$ cat config.mk
export PLATFORM = sky130hd
export DESIGN_NAME = pin_ctrl_bank
export DESIGN_NICKNAME = d
export VERILOG_FILES = /design/src/rtl/pinctl_pkg.sv /design/src/rtl/pinctl_ctrl.sv /design/src/rtl/pinctl_dp.sv /design/src/rtl/pin_ctrl_bank.sv
export SDC_FILE = /design/constraint.sdc
export NUM_CORES = 1
export LEC_CHECK = 0
export BUFFER_PORTS_ARGS = -buffer_cell sky130_fd_sc_hd__buf_4
export CORE_MARGIN = 4
export CORE_UTILIZATION = 39
export CTS_CLUSTER_DIAMETER = 200
export DETAILED_ROUTE_END_ITERATION = 6
export PLACE_DENSITY = 0.58
export SLEW_MARGIN = 0
export SYNTH_ARGS = -nofsm -noshare
export SYNTH_HDL_FRONTEND = slang
export SYNTH_SLANG_ARGS = --single-unit
$ cat constraint.sdc
create_clock -name clk -period 4.6 [get_ports clk]
set_clock_uncertainty 0.2 [all_clocks]
set_input_delay 0.46 -clock clk [delete_from_list [all_inputs] [get_ports clk]]
set_output_delay 0.46 -clock clk [all_outputs]
set_load 0.05 [all_outputs]
$ cat src/rtl/pinctl_pkg.sv
package pinctl_pkg;
  localparam int ADDR_W = 8;

  localparam logic [ADDR_W-1:0] A_CTL_SET  = 8'h00;
  localparam logic [ADDR_W-1:0] A_CTL_CLR  = 8'h04;
  localparam logic [ADDR_W-1:0] A_CTL_STAT = 8'h08;
  localparam logic [ADDR_W-1:0] A_OE_SET   = 8'h10;
  localparam logic [ADDR_W-1:0] A_OE_CLR   = 8'h14;
  localparam logic [ADDR_W-1:0] A_OE_STAT  = 8'h18;
  localparam logic [ADDR_W-1:0] A_PU_SET   = 8'h20;
  localparam logic [ADDR_W-1:0] A_PU_CLR   = 8'h24;
  localparam logic [ADDR_W-1:0] A_PU_STAT  = 8'h28;
  localparam logic [ADDR_W-1:0] A_PD_SET   = 8'h30;
  localparam logic [ADDR_W-1:0] A_PD_CLR   = 8'h34;
  localparam logic [ADDR_W-1:0] A_PD_STAT  = 8'h38;
  localparam logic [ADDR_W-1:0] A_FL_SET   = 8'h40;
  localparam logic [ADDR_W-1:0] A_FL_CLR   = 8'h44;
  localparam logic [ADDR_W-1:0] A_FL_STAT  = 8'h48;
  localparam logic [ADDR_W-1:0] A_OD_SET   = 8'h50;
  localparam logic [ADDR_W-1:0] A_OD_CLR   = 8'h54;
  localparam logic [ADDR_W-1:0] A_OD_STAT  = 8'h58;
  localparam logic [ADDR_W-1:0] A_OUT_SET  = 8'h60;
  localparam logic [ADDR_W-1:0] A_OUT_CLR  = 8'h64;
  localparam logic [ADDR_W-1:0] A_OUT_STAT = 8'h68;
  localparam logic [ADDR_W-1:0] A_SEL1     = 8'h70;
  localparam logic [ADDR_W-1:0] A_SEL2     = 8'h74;
  localparam logic [ADDR_W-1:0] A_SMT      = 8'h78;
  localparam logic [ADDR_W-1:0] A_LEVEL    = 8'h7C;
  localparam logic [ADDR_W-1:0] A_WP_MODE  = 8'h80;
  localparam logic [ADDR_W-1:0] A_WP_STAT  = 8'h84;

  // Write strobes from the control to the datapath
  typedef struct packed {
    logic ctlSet, ctlClr;
    logic oeSet, oeClr;
    logic puSet, puClr;
    logic pdSet, pdClr;
    logic flSet, flClr;
    logic odSet, odClr;
    logic outSet, outClr;
    logic sel1Wr, sel2Wr, smtWr;
  } strobe_t;
endpackage

$ cat src/rtl/pinctl_ctrl.sv
module pinctl_ctrl
  import pinctl_pkg::*;
#(
  parameter logic [23:0] WP_KEY = 24'hA5C3E1
) (
  input  logic              clk,
  input  logic              rstN,
  input  logic              wrEn,
  input  logic              rdEn,
  input  logic [ADDR_W-1:0] addr,
  input  logic [23:0]       wrKey,
  input  logic              wrLsb,
  output strobe_t           stb,
  output logic              wpOn,
  output logic [31:0]       ctrlRd
);
  logic              viol;
  logic [ADDR_W-1:0] violAddr;
  logic              isCfg;
  logic              cfgOk;
  logic              keyOk;
  logic              blocked;

  always_comb begin
    unique case (addr)
      A_CTL_SET, A_CTL_CLR, A_OE_SET, A_OE_CLR, A_PU_SET, A_PU_CLR,
      A_PD_SET, A_PD_CLR, A_FL_SET, A_FL_CLR, A_OD_SET, A_OD_CLR,
      A_SEL1, A_SEL2, A_SMT: isCfg = 1'b1;
      default:               isCfg = 1'b0;
    endcase
  end

  assign keyOk   = (wrKey == WP_KEY);
  assign cfgOk   = wrEn && !wpOn;
  assign blocked = wrEn && ((isCfg && wpOn) || (addr == A_WP_MODE && !keyOk));

  always_comb begin
    stb        = '0;
    stb.ctlSet = cfgOk && addr == A_CTL_SET;
    stb.ctlClr = cfgOk && addr == A_CTL_CLR;
    stb.oeSet  = cfgOk && addr == A_OE_SET;
    stb.oeClr  = cfgOk && addr == A_OE_CLR;
    stb.puSet  = cfgOk && addr == A_PU_SET;
    stb.puClr  = cfgOk && addr == A_PU_CLR;
    stb.pdSet  = cfgOk && addr == A_PD_SET;
    stb.pdClr  = cfgOk && addr == A_PD_CLR;
    stb.flSet  = cfgOk && addr == A_FL_SET;
    stb.flClr  = cfgOk && addr == A_FL_CLR;
    stb.odSet  = cfgOk && addr == A_OD_SET;
    stb.odClr  = cfgOk && addr == A_OD_CLR;
    stb.sel1Wr = cfgOk && addr == A_SEL1;
    stb.sel2Wr = cfgOk && addr == A_SEL2;
    stb.smtWr  = cfgOk && addr == A_SMT;
    stb.outSet = wrEn && addr == A_OUT_SET;
    stb.outClr = wrEn && addr == A_OUT_CLR;
  end

  always_ff @(posedge clk or negedge rstN) begin
    if (!rstN) begin
      wpOn     <= 1'b0;
      viol     <= 1'b0;
      violAddr <= '0;
    end else begin
      if (wrEn && addr == A_WP_MODE && keyOk) wpOn <= wrLsb;
      if (blocked) begin
        viol     <= 1'b1;
        violAddr <= addr;
      end else if (rdEn && addr == A_WP_STAT) begin
        viol     <= 1'b0;
        violAddr <= '0;
      end
    end
  end

  always_comb begin
    ctrlRd = '0;
    if (addr == A_WP_MODE) ctrlRd = {31'b0, wpOn};
    if (addr == A_WP_STAT) ctrlRd = {16'b0, violAddr, 7'b0, viol};
  end
endmodule

$ cat src/rtl/pinctl_dp.sv
module pinctl_dp
  import pinctl_pkg::*;
#(
  parameter int NPINS = 32
) (
  input  logic               clk,
  input  logic               rstN,
  input  strobe_t            stb,
  input  logic [NPINS-1:0]   wrBits,
  input  logic [ADDR_W-1:0]  addr,
  input  logic [NPINS-1:0]   padIn,
  output logic [31:0]        dpRd,
  output logic [NPINS-1:0]   padOe,
  output logic [NPINS-1:0]   padOut,
  output logic [NPINS-1:0]   openDrain,
  output logic [NPINS-1:0]   pullUp,
  output logic [NPINS-1:0]   pullDown,
  output logic [NPINS-1:0]   filterEn,
  output logic [NPINS-1:0]   schmittEn,
  output logic [NPINS-1:0]   pioOwn,
  output logic [2*NPINS-1:0] periphSel
);
  localparam int PADW = 32 - NPINS;

  logic [NPINS-1:0] ctlQ, oeQ, puQ, pdQ, flQ, odQ, outQ, sel1Q, sel2Q, smtQ;
  logic [NPINS-1:0] syncA, syncB;

  function automatic logic [NPINS-1:0] setClr(input logic [NPINS-1:0] cur,
      input logic s, input logic c, input logic [NPINS-1:0] d);
    return (cur | (s ? d : '0)) & ~(c ? d : '0);
  endfunction

  function automatic logic [31:0] ext(input logic [NPINS-1:0] v);
    return {{PADW{1'b0}}, v};
  endfunction

  always_ff @(posedge clk or negedge rstN) begin
    if (!rstN) begin
      ctlQ  <= '1;
      oeQ   <= '0;
      puQ   <= '1;
      pdQ   <= '0;
      flQ   <= '0;
      odQ   <= '0;
      outQ  <= '0;
      sel1Q <= '0;
      sel2Q <= '0;
      smtQ  <= '0;
      syncA <= '0;
      syncB <= '0;
    end else begin
      ctlQ  <= setClr(ctlQ, stb.ctlSet, stb.ctlClr, wrBits);
      oeQ   <= setClr(oeQ, stb.oeSet, stb.oeClr, wrBits);
      flQ   <= setClr(flQ, stb.flSet, stb.flClr, wrBits);
      odQ   <= setClr(odQ, stb.odSet, stb.odClr, wrBits);
      outQ  <= setClr(outQ, stb.outSet, stb.outClr, wrBits);
      // pull interlock: setting one side clears the other side
      puQ   <= setClr(puQ, stb.puSet, stb.puClr || stb.pdSet, wrBits);
      pdQ   <= setClr(pdQ, stb.pdSet, stb.pdClr || stb.puSet, wrBits);
      if (stb.sel1Wr) sel1Q <= wrBits;
      if (stb.sel2Wr) sel2Q <= wrBits;
      if (stb.smtWr)  smtQ  <= wrBits;
      syncA <= padIn;
      syncB <= syncA;
    end
  end

  assign padOe     = ctlQ & oeQ & ~(odQ & outQ);
  assign padOut    = outQ;
  assign openDrain = odQ;
  assign pullUp    = puQ;
  assign pullDown  = pdQ;
  assign filterEn  = flQ;
  assign schmittEn = smtQ;
  assign pioOwn    = ctlQ;

  for (genvar i = 0; i < NPINS; i++) begin : g_sel
    assign periphSel[2*i+1:2*i] = {sel2Q[i], sel1Q[i]};
  end

  always_comb begin
    unique case (addr)
      A_CTL_STAT: dpRd = ext(ctlQ);
      A_OE_STAT:  dpRd = ext(oeQ);
      A_PU_STAT:  dpRd = ext(puQ);
      A_PD_STAT:  dpRd = ext(pdQ);
      A_FL_STAT:  dpRd = ext(flQ);
      A_OD_STAT:  dpRd = ext(odQ);
      A_OUT_STAT: dpRd = ext(outQ);
      A_SEL1:     dpRd = ext(sel1Q);
      A_SEL2:     dpRd = ext(sel2Q);
      A_SMT:      dpRd = ext(smtQ);
      A_LEVEL:    dpRd = ext(syncB);
      default:    dpRd = '0;
    endcase
  end
endmodule

$ cat src/rtl/pin_ctrl_bank.sv
module pin_ctrl_bank
  import pinctl_pkg::*;
#(
  parameter int          NPINS  = 32,
  parameter logic [23:0] WP_KEY = 24'hA5C3E1
) (
  input  logic               clk,
  input  logic               rstN,
  input  logic               wrEn,
  input  logic               rdEn,
  input  logic [7:0]         addr,
  input  logic [31:0]        wrData,
  output logic [31:0]        rdData,
  input  logic [NPINS-1:0]   padIn,
  output logic [NPINS-1:0]   padOe,
  output logic [NPINS-1:0]   padOut,
  output logic [NPINS-1:0]   openDrain,
  output logic [NPINS-1:0]   pullUp,
  output logic [NPINS-1:0]   pullDown,
  output logic [NPINS-1:0]   filterEn,
  output logic [NPINS-1:0]   schmittEn,
  output logic [NPINS-1:0]   pioOwn,
  output logic [2*NPINS-1:0] periphSel
);
  strobe_t     stb;
  logic        wpOn;
  logic [31:0] ctrlRd;
  logic [31:0] dpRd;

  pinctl_ctrl #(.WP_KEY(WP_KEY)) u_ctrl (
    .clk(clk), .rstN(rstN), .wrEn(wrEn), .rdEn(rdEn), .addr(addr),
    .wrKey(wrData[31:8]), .wrLsb(wrData[0]),
    .stb(stb), .wpOn(wpOn), .ctrlRd(ctrlRd)
  );

  pinctl_dp #(.NPINS(NPINS)) u_dp (
    .clk(clk), .rstN(rstN), .stb(stb), .wrBits(wrData[NPINS-1:0]),
    .addr(addr), .padIn(padIn), .dpRd(dpRd),
    .padOe(padOe), .padOut(padOut), .openDrain(openDrain),
    .pullUp(pullUp), .pullDown(pullDown), .filterEn(filterEn),
    .schmittEn(schmittEn), .pioOwn(pioOwn), .periphSel(periphSel)
  );

  assign rdData = rdEn ? (ctrlRd | dpRd) : '0;
endmodule

# [Word-level counts from Yosys, hierarchy flattened]
# Index checks and enable logic that the tools add are counted.
[op_classes] n_mux=23 eq_ne=27 bitwise_logic=26 reduce_logical=32
[ops] op="32-bit two-way mux" count=15
[ops] op="32-bit case mux with 11 select lines" count=1
[ops] op="32-bit bitwise AND" count=10
[ops] op="32-bit NOT" count=8
[ops] op="32-bit bitwise OR" count=8
[ops] op="8-bit by 7-bit == test with 1-bit output (second input constant)" count=13
[ops] op="8-bit by 6-bit == test with 1-bit output (second input constant)" count=6
[ops] op="24-bit == test (second input constant)" count=1
[ops] op="8-bit by 5-bit == test with 1-bit output (second input constant)" count=3
[ops] op="1-bit logical AND" count=24
[ops] op="8-bit == test (second input constant)" count=2
[ops] op="16-bit two-way mux" count=1
[ops] op="8-bit two-way mux" count=2
[ops] op="15-bit OR reduction" count=1
[ops] op="8-bit by 3-bit == test with 1-bit output (second input constant)" count=1
[ops] op="8-bit by 4-bit == test with 1-bit output (second input constant)" count=1
[ops] op="8-bit logical NOT" count=1
[ops] op="1-bit two-way mux" count=4
[ops] op="1-bit logical OR" count=3
[ops] op="1-bit logical NOT" count=2
[ops] op="2-bit nonzero test" count=1
[totals] output_inout_bits=352 reg_bits=394 elab_cells=123 in_bits=76

# [Depth between registers and ports, before layout]
# Gate-level depths: netlist (run 1).
[depth] ltp_word=7 depth_mapped=9 depth_no_buf=5

# [Cells and area by module]
# Synthesis (run 1) repeated with hierarchy kept, for this count alone.
[hier_totals] hier_cells=1610 hier_area_um2=18074.8
[modules_own_cells] mod="pinctl_dp" n_inst=1 seq_area_each_um2=9689.3 area_each_um2=16734.8 cells_per_inst=1443
[modules_own_cells] mod="pinctl_ctrl" n_inst=1 seq_area_each_um2=250.2 area_each_um2=1066.0 cells_per_inst=132
[modules_own_cells] mod="pin_ctrl_bank" n_inst=1 seq_area_each_um2=0.0 area_each_um2=274.0 cells_per_inst=35

# [Worst setup path after synthesis (run 1)]
# OpenSTA, ideal clock, no wires.
[synth_timing] path_type="input-to-output" startpoint="in addr[2]" endpoint="out rdData[10]" path_slack_ps=1029 stages=7 n_path_buf=3 required_ps=3940 t_arrival_ps=2911 cell_sequence="buf_2 > or4b_1 > buf_2 > nor3_4 > buf_2 > a221oi_1 > o21ai_0"
[synth_via] elab_chain_cells=4 word_cells_on_any_way=16 classes_between="eq/ne (12); mux (3); bitwise (1)"
[synth_rtl] element="start, declared" line_no="pin_ctrl_bank.sv:11" text="input logic [7:0] addr,"
[synth_rtl] element="8-bit by 7-bit == test with 1-bit output, or another cell as far along" line_no="pinctl_dp.sv:82" text="unique case (addr)"
[synth_rtl] element="32-bit case mux with 11 select lines / 16-bit two-way mux (equally long branches)" line_no="pinctl_dp.sv:82, pinctl_ctrl.sv:78"
[synth_rtl] element="32-bit bitwise OR *" line_no="pin_ctrl_bank.sv:44" text="assign rdData = rdEn ? (ctrlRd | dpRd) : '0;"
[synth_rtl] element="32-bit two-way mux *" line_no="pin_ctrl_bank.sv:44"
[synth_rtl] element="end, declared" line_no="pin_ctrl_bank.sv:13" text="output logic [31:0] rdData,"
# Mark *: on every way between the ends. The rest lies on a longest branch, timed or not.

# [Worst setup path in the final report (run 1)]
[layout_timing] startpoint="in addr[3]" endpoint="out rdData[6]"
[layout_via] elab_chain_cells=4 word_cells_on_any_way=14 classes_between="eq/ne (11); mux (2); bitwise (1)"
[layout_rtl] element="8-bit by 7-bit == test with 1-bit output, or another cell as far along" line_no="pinctl_dp.sv:82"
[layout_rtl] element="32-bit case mux with 11 select lines *" line_no="pinctl_dp.sv:82"
[layout_rtl] element="32-bit bitwise OR *" line_no="pin_ctrl_bank.sv:44"
[layout_rtl] element="32-bit two-way mux *" line_no="pin_ctrl_bank.sv:44"
# Marked as above.

==> results of run 1 <==
[final timing paths]
kind,endpoint,slack (ps),cells after the start
max,rdData[6],750,7
min,u_dp.pullUp[14]$_DFF_PN1_,40,2
max reg2reg,u_dp.oeQ[11]$_DFF_PN0_,1810,6
min reg2reg,u_dp.syncB[8]$_DFF_PN0_,140,0
max in group asynchronous,u_dp.oeQ[5]$_DFF_PN0_,2720,3
min in group asynchronous,u_dp.syncA[30]$_DFF_PN0_,370,2
[through the flow]
step	setup slack (ps)	area (sq um)
6_report	752	23600
5_1_grt	680	23600
4_1_cts	862	23600
3_5_place_dp	862	21600
3_3_place_gp	936	21600
2_1_floorplan	1030	17900
[logic make-up (layout without fill, tap and decap cells)]
kind of cell,count (synthesis),after routing,synth area share (%)
AND/OR/NAND/NOR,225,225,6.61
flip-flops,394,394,55.7
other,0,3,0
multiplexers,180,180,11.3
XOR/XNOR,1,1,0.0491
buffers and inverters,181,625,4.56
AO/OA/AOI/OAI,696,696,21.8
[state kept, by name, summed over array words and instances (netlist names)]
signal / flops
u_dp.syncA: 32
u_dp.sel2Q: 32
u_dp.pullUp: 32
u_ctrl.wpOn: 1
u_dp.pullDown: 32
u_dp.openDrain: 32
u_dp.sel1Q: 32
u_ctrl.viol: 1
u_dp.schmittEn: 32
u_dp.filterEn: 32
u_dp.pioOwn: 32
u_dp.syncB: 32
u_dp.padOut: 32
u_ctrl.violAddr: 8
u_dp.oeQ: 32
[cells in the final DEF (no fill, tap or decap), types with 17 or more instances in the layout]
cell type,instances
dfstp_2,64
a21oi_1,505
dfrtp_1,330
buf_4,477
mux2i_1,61
o21ai_0,53
dlygate4sd3_1,57
a22oi_1,33
clkbuf_16,45
mux2_2,112
nand2_1,95
nor2_1,30
a221oi_1,17
[timing repair]
| action | CTS | global route |
|---|---|---|
| endpoints found under the hold margin | 202 | 0 |
| gates resized for setup | 0 | 0 |
| hold buffers | 57 | 0 |
[power groups by stage]
| stage | Sequential (mW) | Clock (mW) | Combinational (mW) |
|---|---|---|---|
| detailed placement | 3.88 | 0 | 1.27 |
| finish | 3.83 | 3.54 | 1.31 |
| global route | 3.84 | 3.72 | 1.37 |
| floorplan | 4.25 | 0 | 0.342 |
| CTS | 3.82 | 3.58 | 1.31 |
| global placement | 3.88 | 0 | 1.25 |
[routing by layer]
layer | global-route usage, % | up-vias | wire length (microns)
met5 | 0 | - | 0
met1 | 43.4 | 8420 | 33000
met4 | 11.5 | 0 | 2910
met2 | 50.8 | 1015 | 38200
li1 | - | 6976 | -
met3 | 7.24 | 160 | 7760
[area by class of cell]
| type | count | area (sq um) | share of cell area [%] |
|---|---|---|---|
| multi-input cells | 1102 | 7230 | 30.6 |
| clock inverters | 6 | 63.8 | 0.270 |
| flip-flops and latches | 394 | 9940 | 42.0 |
| well taps | 600 | 751 | 3.17 |
| clock buffers | 74 | 1380 | 5.81 |
| repair buffers | 540 | 4270 | 18.0 |
| diodes | 3 | 7.51 | 0.0317 |
| inverters | 5 | 18.8 | 0.0794 |
[worst register-to-register path, cell delays in order (launching register included)]
cell and delay [ps]:
dfrtp_1 440, nor2b_1 300, nand4_1 420, nor2_4 620
buf_4 460, a21oi_1 150, a21oi_1 120
==> run metrics, run 1 <==
Syn Nets 1753; nets@finish between 2000 and 2500; CP Cell Sequence buf_4 -> nor4b_2 -> buf_4 -> and2_1 -> a221oi_1 -> a31oi_1 -> buf_4; HP Class primary input to register; Post-synth EDFFs 0; CP Buf/Inv Count 3; Filler cells a little over 4000; Tcrit/Tclk final 83.7%; Max Fanout on Critical Path 27; RePlAce Congestion around 0.92; most common cell in the netlist a21oi_1; post-synth cell types 67; total CTS buffers between 40 and 50; kind of critical path primary input to output pin; top cells by area, synth dfrtp_1 (46%), a21oi_1 (14%), dfstp_2 (9.4%); setup TNS 0 ps; Achievable Freq ~260 MHz; clk sinks 394; Final Critical Period ~3800 ps; Pre-Repair DR Iteration Count 6; Final setup violation count 0; logic gate share of total power 15.1%; Syn Area/Cell 10.6 sq um; Seq/Total Area, Yosys 55.7%; Synth Cell Area about 18000 sq um; Total Power 8.68 mW; top_reg_cell synth dfrtp_1; async set-reset flop share out of synthesis between 90% and 100%; antenna violations before repair 4; post-route antenna net violation count 0; Rel. slew slack roughly 16%; #FFs+latches synth just under 400; hold path start wrData[14]; Slew Limit Fails 0; top post-synthesis cells by count a21oi_1 (505), dfrtp_1 (330), mux2_2 (112), nand2_1 (96), clkbuf_1 (89); initial core utilization 39.4%; critical path startpoint addr[3]; startpoint types primary input; H-tree depth 2; share of layout cells above drive strength 1 35.9%; via/cell ratio 6.08; clock network power share around two fifths; final hold viol count 0; CP dominant cell by count buf_4; dominant cell type by area after synthesis dfrtp_1; Routed WL per cell about 30 microns; root buffer cell clkbuf_16; pin count of the biggest net entering global routing 109; sw power around 2.6 mW; Clock Latency Late Sink approximately 570 ps; clock buffer depth 3; nature of the critical path endpoint output pin; reg2reg start u_ctrl.wpOn$_DFFE_PN0P_; IO Port Bufs roughly 430; Max Cap Violations 0; Power Dens Cells around 370 nW/um^2; Cell Int Power slightly above 6 mW; outcome completed; Layout Cells excl Fill approximately 2700; hold slack 35.8 ps; clk slew on worst S/H paths 60 ps; CP required slightly below 4000 ps; Layout area overhead 32.4%; worst slew pin tran ~1300 ps; critical path's slowest cell and2_1; CP delay by family, top simple AND/OR/NAND/NOR gates; CTS tree yes; vias in the first global route 16300; Peak VDD IR approximately 220 uV; RSZ-0062 raised after global routing false; Flop pwr share 44.1%; vias 16600; Final Util 52.2%; 1st-iter DRT viols 2081; slowest stage delay, CP 720 ps; Yosys top cell area share 46.2%; Switching Fraction 29.4%; grt ovf 0; Worst Path Arrival 3190 ps; setup bufs post-CTS 0; I/O Pins roughly 430; GRT Total Usage between 30% and 40%; Die X ~220 microns; post-DP HPWL roughly 56000 microns; Residual DRC 0; Leakage between 10 and 15 nW; core area around 45000 sq um; placed insts 2584; synthesized instance count 1677; total wire length a little over 80000 microns; global-route wire length before repair roughly 120000 microns; Synth Warn # 0; Die Y-Extent around 220 microns; full die area about 49000 sq um; Std-Cell Rows a little under 80
Power figures use the tool's default switching activity.
==> inputs of run 2 (changes only) <==
- PLACE_DENSITY: 0.58 -> 0.61
- clock period: 4.6 -> 3.5 ns (I/O delays scaled with it)
==> run 2 against run 1 <==
  * Die area stayed put
  * Register-to-register slack worse by 880 ps
  * Global-route usage is 0.30 points higher
  * First-iteration DRC count is 13% higher
  * Sequential share of layout area is 0.86 points lower
  * Hold slack better by 69 ps
  * Via count is 2.0% higher
  * Total power is 33% higher
  * Critical endpoint is now rdData[1]
==> run metrics, run 2 (same netlist as run 1, synthesis figures left out) <==
total wire length slightly above 80000 microns; vias approximately 17000; worst slew pin tran between 800 and 900 ps; share of layout cells above drive strength 1 approximately 37%; I/O Pins 428; total CTS buffers 44; full die area 49300 sq um; Tcrit/Tclk final a little over 90%; Max Cap Violations 0; Pre-Repair DR Iteration Count 6; Peak VDD IR 349 uV; via/cell ratio between 6 and 7; global-route wire length before repair roughly 120000 microns; startpoint types primary input; cell area after layout approximately 24000 sq um; core area ~45000 sq um; Power Dens Cells roughly 480 nW/um^2; Die X 222 microns; kind of critical path primary input to output pin; Clock Latency Late Sink just under 600 ps; H-tree depth 2; post-DP HPWL 58300 microns; Die Y-Extent ~220 microns; clock network power share 41.4%; 1st-iter DRT viols between 2000 and 2500; HP Class primary input to register; clock buffer depth 3; RSZ-0062 raised after global routing false; initial core utilization 39.4%; nature of the critical path endpoint output pin; root buffer cell clkbuf_16; final hold viol count 0; RePlAce Congestion about 0.9; sw power around 3.4 mW; vias in the first global route roughly 17000; clk slew on worst S/H paths 60 ps; Routed WL per cell about 30 microns; Layout area overhead 35.2%; clk sinks just under 400; setup TNS 0 ps; Cell Int Power between 8 and 9 mW; Switching Fraction between 20 and 30%; most frequent cells in the layout buf_4 (507), a21oi_1 (505), dfrtp_1 (330); GRT Total Usage 32.3%; Leakage 11.3 nW; Register Area ~9900 sq um; Rel. slew slack between 40 and 50%; Flop pwr share a little over two fifths; IO Port Bufs approximately 430; antenna violations before repair 4; CP required between 2000 and 3000 ps; CTS tree yes; setup bufs post-CTS 0; Filler cells around 4100; area of the multi-input gates ~7200 sq um; most common cell after layout, fill and taps aside buf_4; pin count of the biggest net entering global routing a little under 90; Std-Cell Rows roughly 80; logic gate share of total power 15.0%; Achievable Freq about 310 MHz; Worst Path Arrival approximately 2600 ps; Layout Cells excl Fill about 2800; Max Fanout on Critical Path 25; Final setup violation count 0; Total Power 11.6 mW; Final Util 53.3%; post-route antenna net violation count 0; Slew Limit Fails 0; Final Critical Period 3190 ps; Residual DRC 0; grt ovf 0; placed insts 2621; nets@finish ~2200; DP Area between 20000 and 25000 sq um; outcome completed
[run 2: cell types whose count changed in the layout (fill, tap and decap cells not counted)]
cell	delta
bufinv_16	+2
clkbuf_8	-4
buf_4	+30
buf_12	+7
clkinv_8	+1
clkinv_2	+4
clkbuf_16	+1
clkbuf_1	-1
dlygate4sd3_1	+8
clkinvlp_4	-2
[run 2: metal layers]
metal,wire length (microns),vias up,global-route usage (%)
li1,-,7057,-
met1,33100,8553,43.2
met2,38000,1069,50.8
met3,8000,218,7.67
met4,3720,0,13.3
met5,0,-,0
[run 2: power by group through the flow]
stage | registers (mW) | logic, mW | clock network (mW)
2_1_floorplan | 5.58 | 0.449 | 0
3_3_place_gp | 5.11 | 1.66 | 0
3_5_place_dp | 5.11 | 1.67 | 0
4_1_cts | 5.04 | 1.74 | 4.83
5_1_grt | 5.06 | 1.82 | 5.03
6_report | 5.04 | 1.74 | 4.78
[run 2: final timing paths]
check                                               from                        end  slack, ps  cells past startpoint
worst max-delay path                             addr[4]                  rdData[1]        310                      9
worst min-delay path                                wrEn    u_ctrl.wpOn$_DFFE_PN0P_        100                      4
worst max register to register   u_ctrl.wpOn$_DFFE_PN0P_  u_dp.pullUp[20]$_DFF_PN1_        930                      6
worst min register to register  u_dp.syncA[31]$_DFF_PN0_   u_dp.syncB[31]$_DFF_PN0_        140                      0
max in group asynchronous                           rstN  u_dp.pioOwn[18]$_DFF_PN1_       1960                      3
min in group asynchronous                           rstN   u_dp.syncA[24]$_DFF_PN0_        180                      2
[run 2: area by class of cell]
class | instances | area share [%]
multi-input combinational | 1102 | 29.9
clock buffer | 70 | 5.56
timing repair buffer | 585 | 19.5
tap | 600 | 3.11
sequential | 394 | 41.2
inverter | 5 | 0.0777
clock inverter | 11 | 0.601
antenna | 3 | 0.0311
[run 2: through the flow]
| stage | setup WS [ps] | hold slack [ps] |
|---|---|---|
| global placement | 392 | 134 |
| detailed placement | 429 | 135 |
| floorplan | 149 | -146 |
| global route | 242 | 117 |
| CTS | 425 | 63.5 |
| finish | 314 | 104 |
[run 2: critical path, cell delays in order]
cell      delay [ps]
buf_4            170
buf_4            370
and3_1           280
o211ai_1         190
buf_4            310
nor3_1           430
a21oi_1          110
o21ai_0          150
buf_4            260
[run 2: what timing repair did]
| item | CTS | global route |
|---|---|---|
| setup endpoints to repair | 0 | 0 |
| hold endpoints to repair | 398 | 0 |
| hold buffers | 65 | 0 |
| resized for setup | 0 | 0 |
==> inputs of run 3 (changes only) <==
- CORE_MARGIN: 4 -> unset
- GPL_TIMING_DRIVEN: unset -> 0
==> run 3 against run 2 <==
  * The flow now finishes with violations (setup timing)
  * Sequential cell count did not move
  * Register-to-register slack got worse by 160 ps
  * Via count rose by 3.4%
  * Total power rose by 1.2%
  * Routed wire length rose by 7.1%
  * Critical path depth fell by 2
  * Critical endpoint is now rdData[18]
==> run metrics, run 3 (same netlist as run 1, synthesis figures left out) <==
Routed WL per cell 31.6 microns; worst slew pin tran 1400 ps; Achievable Freq roughly 270 MHz; Power Dens Cells just under 500 nW/um^2; most frequent cells in the layout a21oi_1 (505), buf_4 (405), dfrtp_1 (330); CP Cell Sequence buf_4 -> clkbuf_1 -> nand2b_2 -> nor2_2 -> nand2_1 -> a31oi_1 -> buf_4; full die area roughly 47000 sq um; reg2reg start u_ctrl.wpOn$_DFFE_PN0P_; setup ws final -230 ps; IO Port Bufs between 300 and 400; Die X 216 microns; share of layout cells above drive strength 1 35.4%; Peak VDD IR ~380 uV; Tcrit/Tclk final 107%; pin count of the biggest net entering global routing 120; CTS tree yes; total CTS buffers 45; antenna violations before repair 5; area of the multi-input gates approximately 7000 sq um; Worst Path Arrival ~3200 ps; global-route wire length before repair 124000 microns; nets@finish 2238; Final Util a little over half; Leakage around 11 nW; critical path depth 7; critical path startpoint addr[7]; Filler cells about 4200; Layout Cells excl Fill 2801; I/O Pins 428; clk slew on worst S/H paths 60 ps; Std-Cell Rows a little under 80; most common cell after layout, fill and taps aside a21oi_1; Final setup violation count 9; RSZ-0062 raised after global routing true; Worst R2R End u_dp.filterEn[13]$_DFF_PN0_; HP Class primary input to register; Layout area overhead 33.0%; post-DP HPWL around 62000 microns; H-tree depth 2; clock buffer depth 3; Rel. slew slack 5.97%; CP dominant cell by count buf_4; initial core utilization approximately 39%; Die Y-Extent roughly 220 microns; outcome finished, violations left; RePlAce Congestion between 0.9 and 1; clk sinks around 400; reg2reg path depth 6; pre-CTS setup slack -641 ps; startpoint types primary input; Max Cap Violations 0; Final Critical Period 3730 ps; CP delay by family, top simple AND/OR/NAND/NOR gates; grt ovf 0; M1 wire length 33800 microns; GRT Total Usage between 30% and 40%; vias in the first global route ~17000; total wire length 88600 microns; DR top layer met5; Total Power around 12 mW; 1st-iter DRT viols 2163; core area 45300 sq um; via/cell ratio just over 6; met2 WL between 30000 and 40000 microns; placed insts ~2700; nature of the critical path endpoint output pin; root buffer cell clkbuf_16; Max Fanout on Critical Path 10; kind of critical path primary input to output pin; Setup crit end rdData[18]; CP required about 3000 ps; Pre-Repair DR Iteration Count 6; vias 17500; critical path's slowest cell nor2_2; setup slack, reg-to-reg between 700 and 800 ps; slowest stage delay, CP 870 ps; failing checks setup timing; Met3 Wirelength between 10000 and 15000 microns; Register Area ~10000 sq um; CP Buf/Inv Count 3; Residual DRC 0; hold slack about 29 ps; final hold viol count 0; Slew Limit Fails 0; Clock Latency Late Sink around 600 ps; post-route antenna net violation count 0
run 3: cell count changes in the layout (fill, tap and decap cells not counted), sizes merged:
| cell | change |
|---|---|
| buf | -43 |
| clkbuf | +84 |
| clkdlybuf4s15 | +1 |
| clkdlybuf4s18 | +1 |
| clkinv | +2 |
| clkinvlp | +4 |
| dlygate4sd3 | -19 |
| inv | +1 |
run 3: power by group:
part           internal [mW]  switching (mW)  leakage, nW
Combinational          0.506            1.26         5.30
Sequential              4.80           0.232         5.08
Clock                   2.87            2.03        0.742
Total                   8.18            3.52         11.1
run 3: worst min path at each step:
stage	startpoint	endpoint	slack [ps]	depth (start not counted)
after floorplan	rstN	u_ctrl.viol$_DFFE_PN0P_	-150	0
after global placement	u_dp.syncA[30]$_DFF_PN0_	u_dp.syncB[30]$_DFF_PN0_	130	0
after detailed placement	u_dp.syncA[13]$_DFF_PN0_	u_dp.syncB[13]$_DFF_PN0_	130	0
after CTS	wrData[14]	u_dp.pullUp[14]$_DFF_PN1_	6	3
after global routing	wrData[14]	u_dp.pullUp[14]$_DFF_PN1_	30	3
final	wrData[26]	u_dp.pullUp[26]$_DFF_PN1_	30	3
run 3: per-stage QoR:
| stage | TNS, ps | instance area, sq um |
|---|---|---|
| after global routing | -110 | 23700 |
| after CTS | 0 | 23700 |
| final | -607 | 23700 |
| after global placement | -703860 | 21500 |
| after floorplan | 0 | 17900 |
| after detailed placement | -13120 | 21600 |
run 3: final cells by class:
class                   instances  area share, %
clock inverters                18          0.785
plain buffers                 173           3.60
repair buffers                441           14.7
diodes                          3         0.0316
clock buffers                  65           5.62
well taps                     600           3.16
flip-flops and latches        394           41.9
inverters                       5         0.0790
multi-input cells            1102           30.2
run 3: tightest hold or removal path, cell delays in order:
cell      delay (ps)
clkbuf_1         230
a21oi_1          200
a21oi_1           50
run 3: routing by layer:
metal | vias to the layer above | GRT usage (%)
li1 | 7139 | -
met1 | 8701 | 49.4
met2 | 1312 | 55.1
met3 | 314 | 9.92
met4 | 6 | 22.2
met5 | - | 0
run 3: repair_timing:
item,4_1_cts,5_1_grt
endpoints found under the hold margin,211,0
setup endpoints to repair,32,22
setup buffers,1,0
hold buffers,46,0
gates resized for setup,35,23
pin swaps,1,0
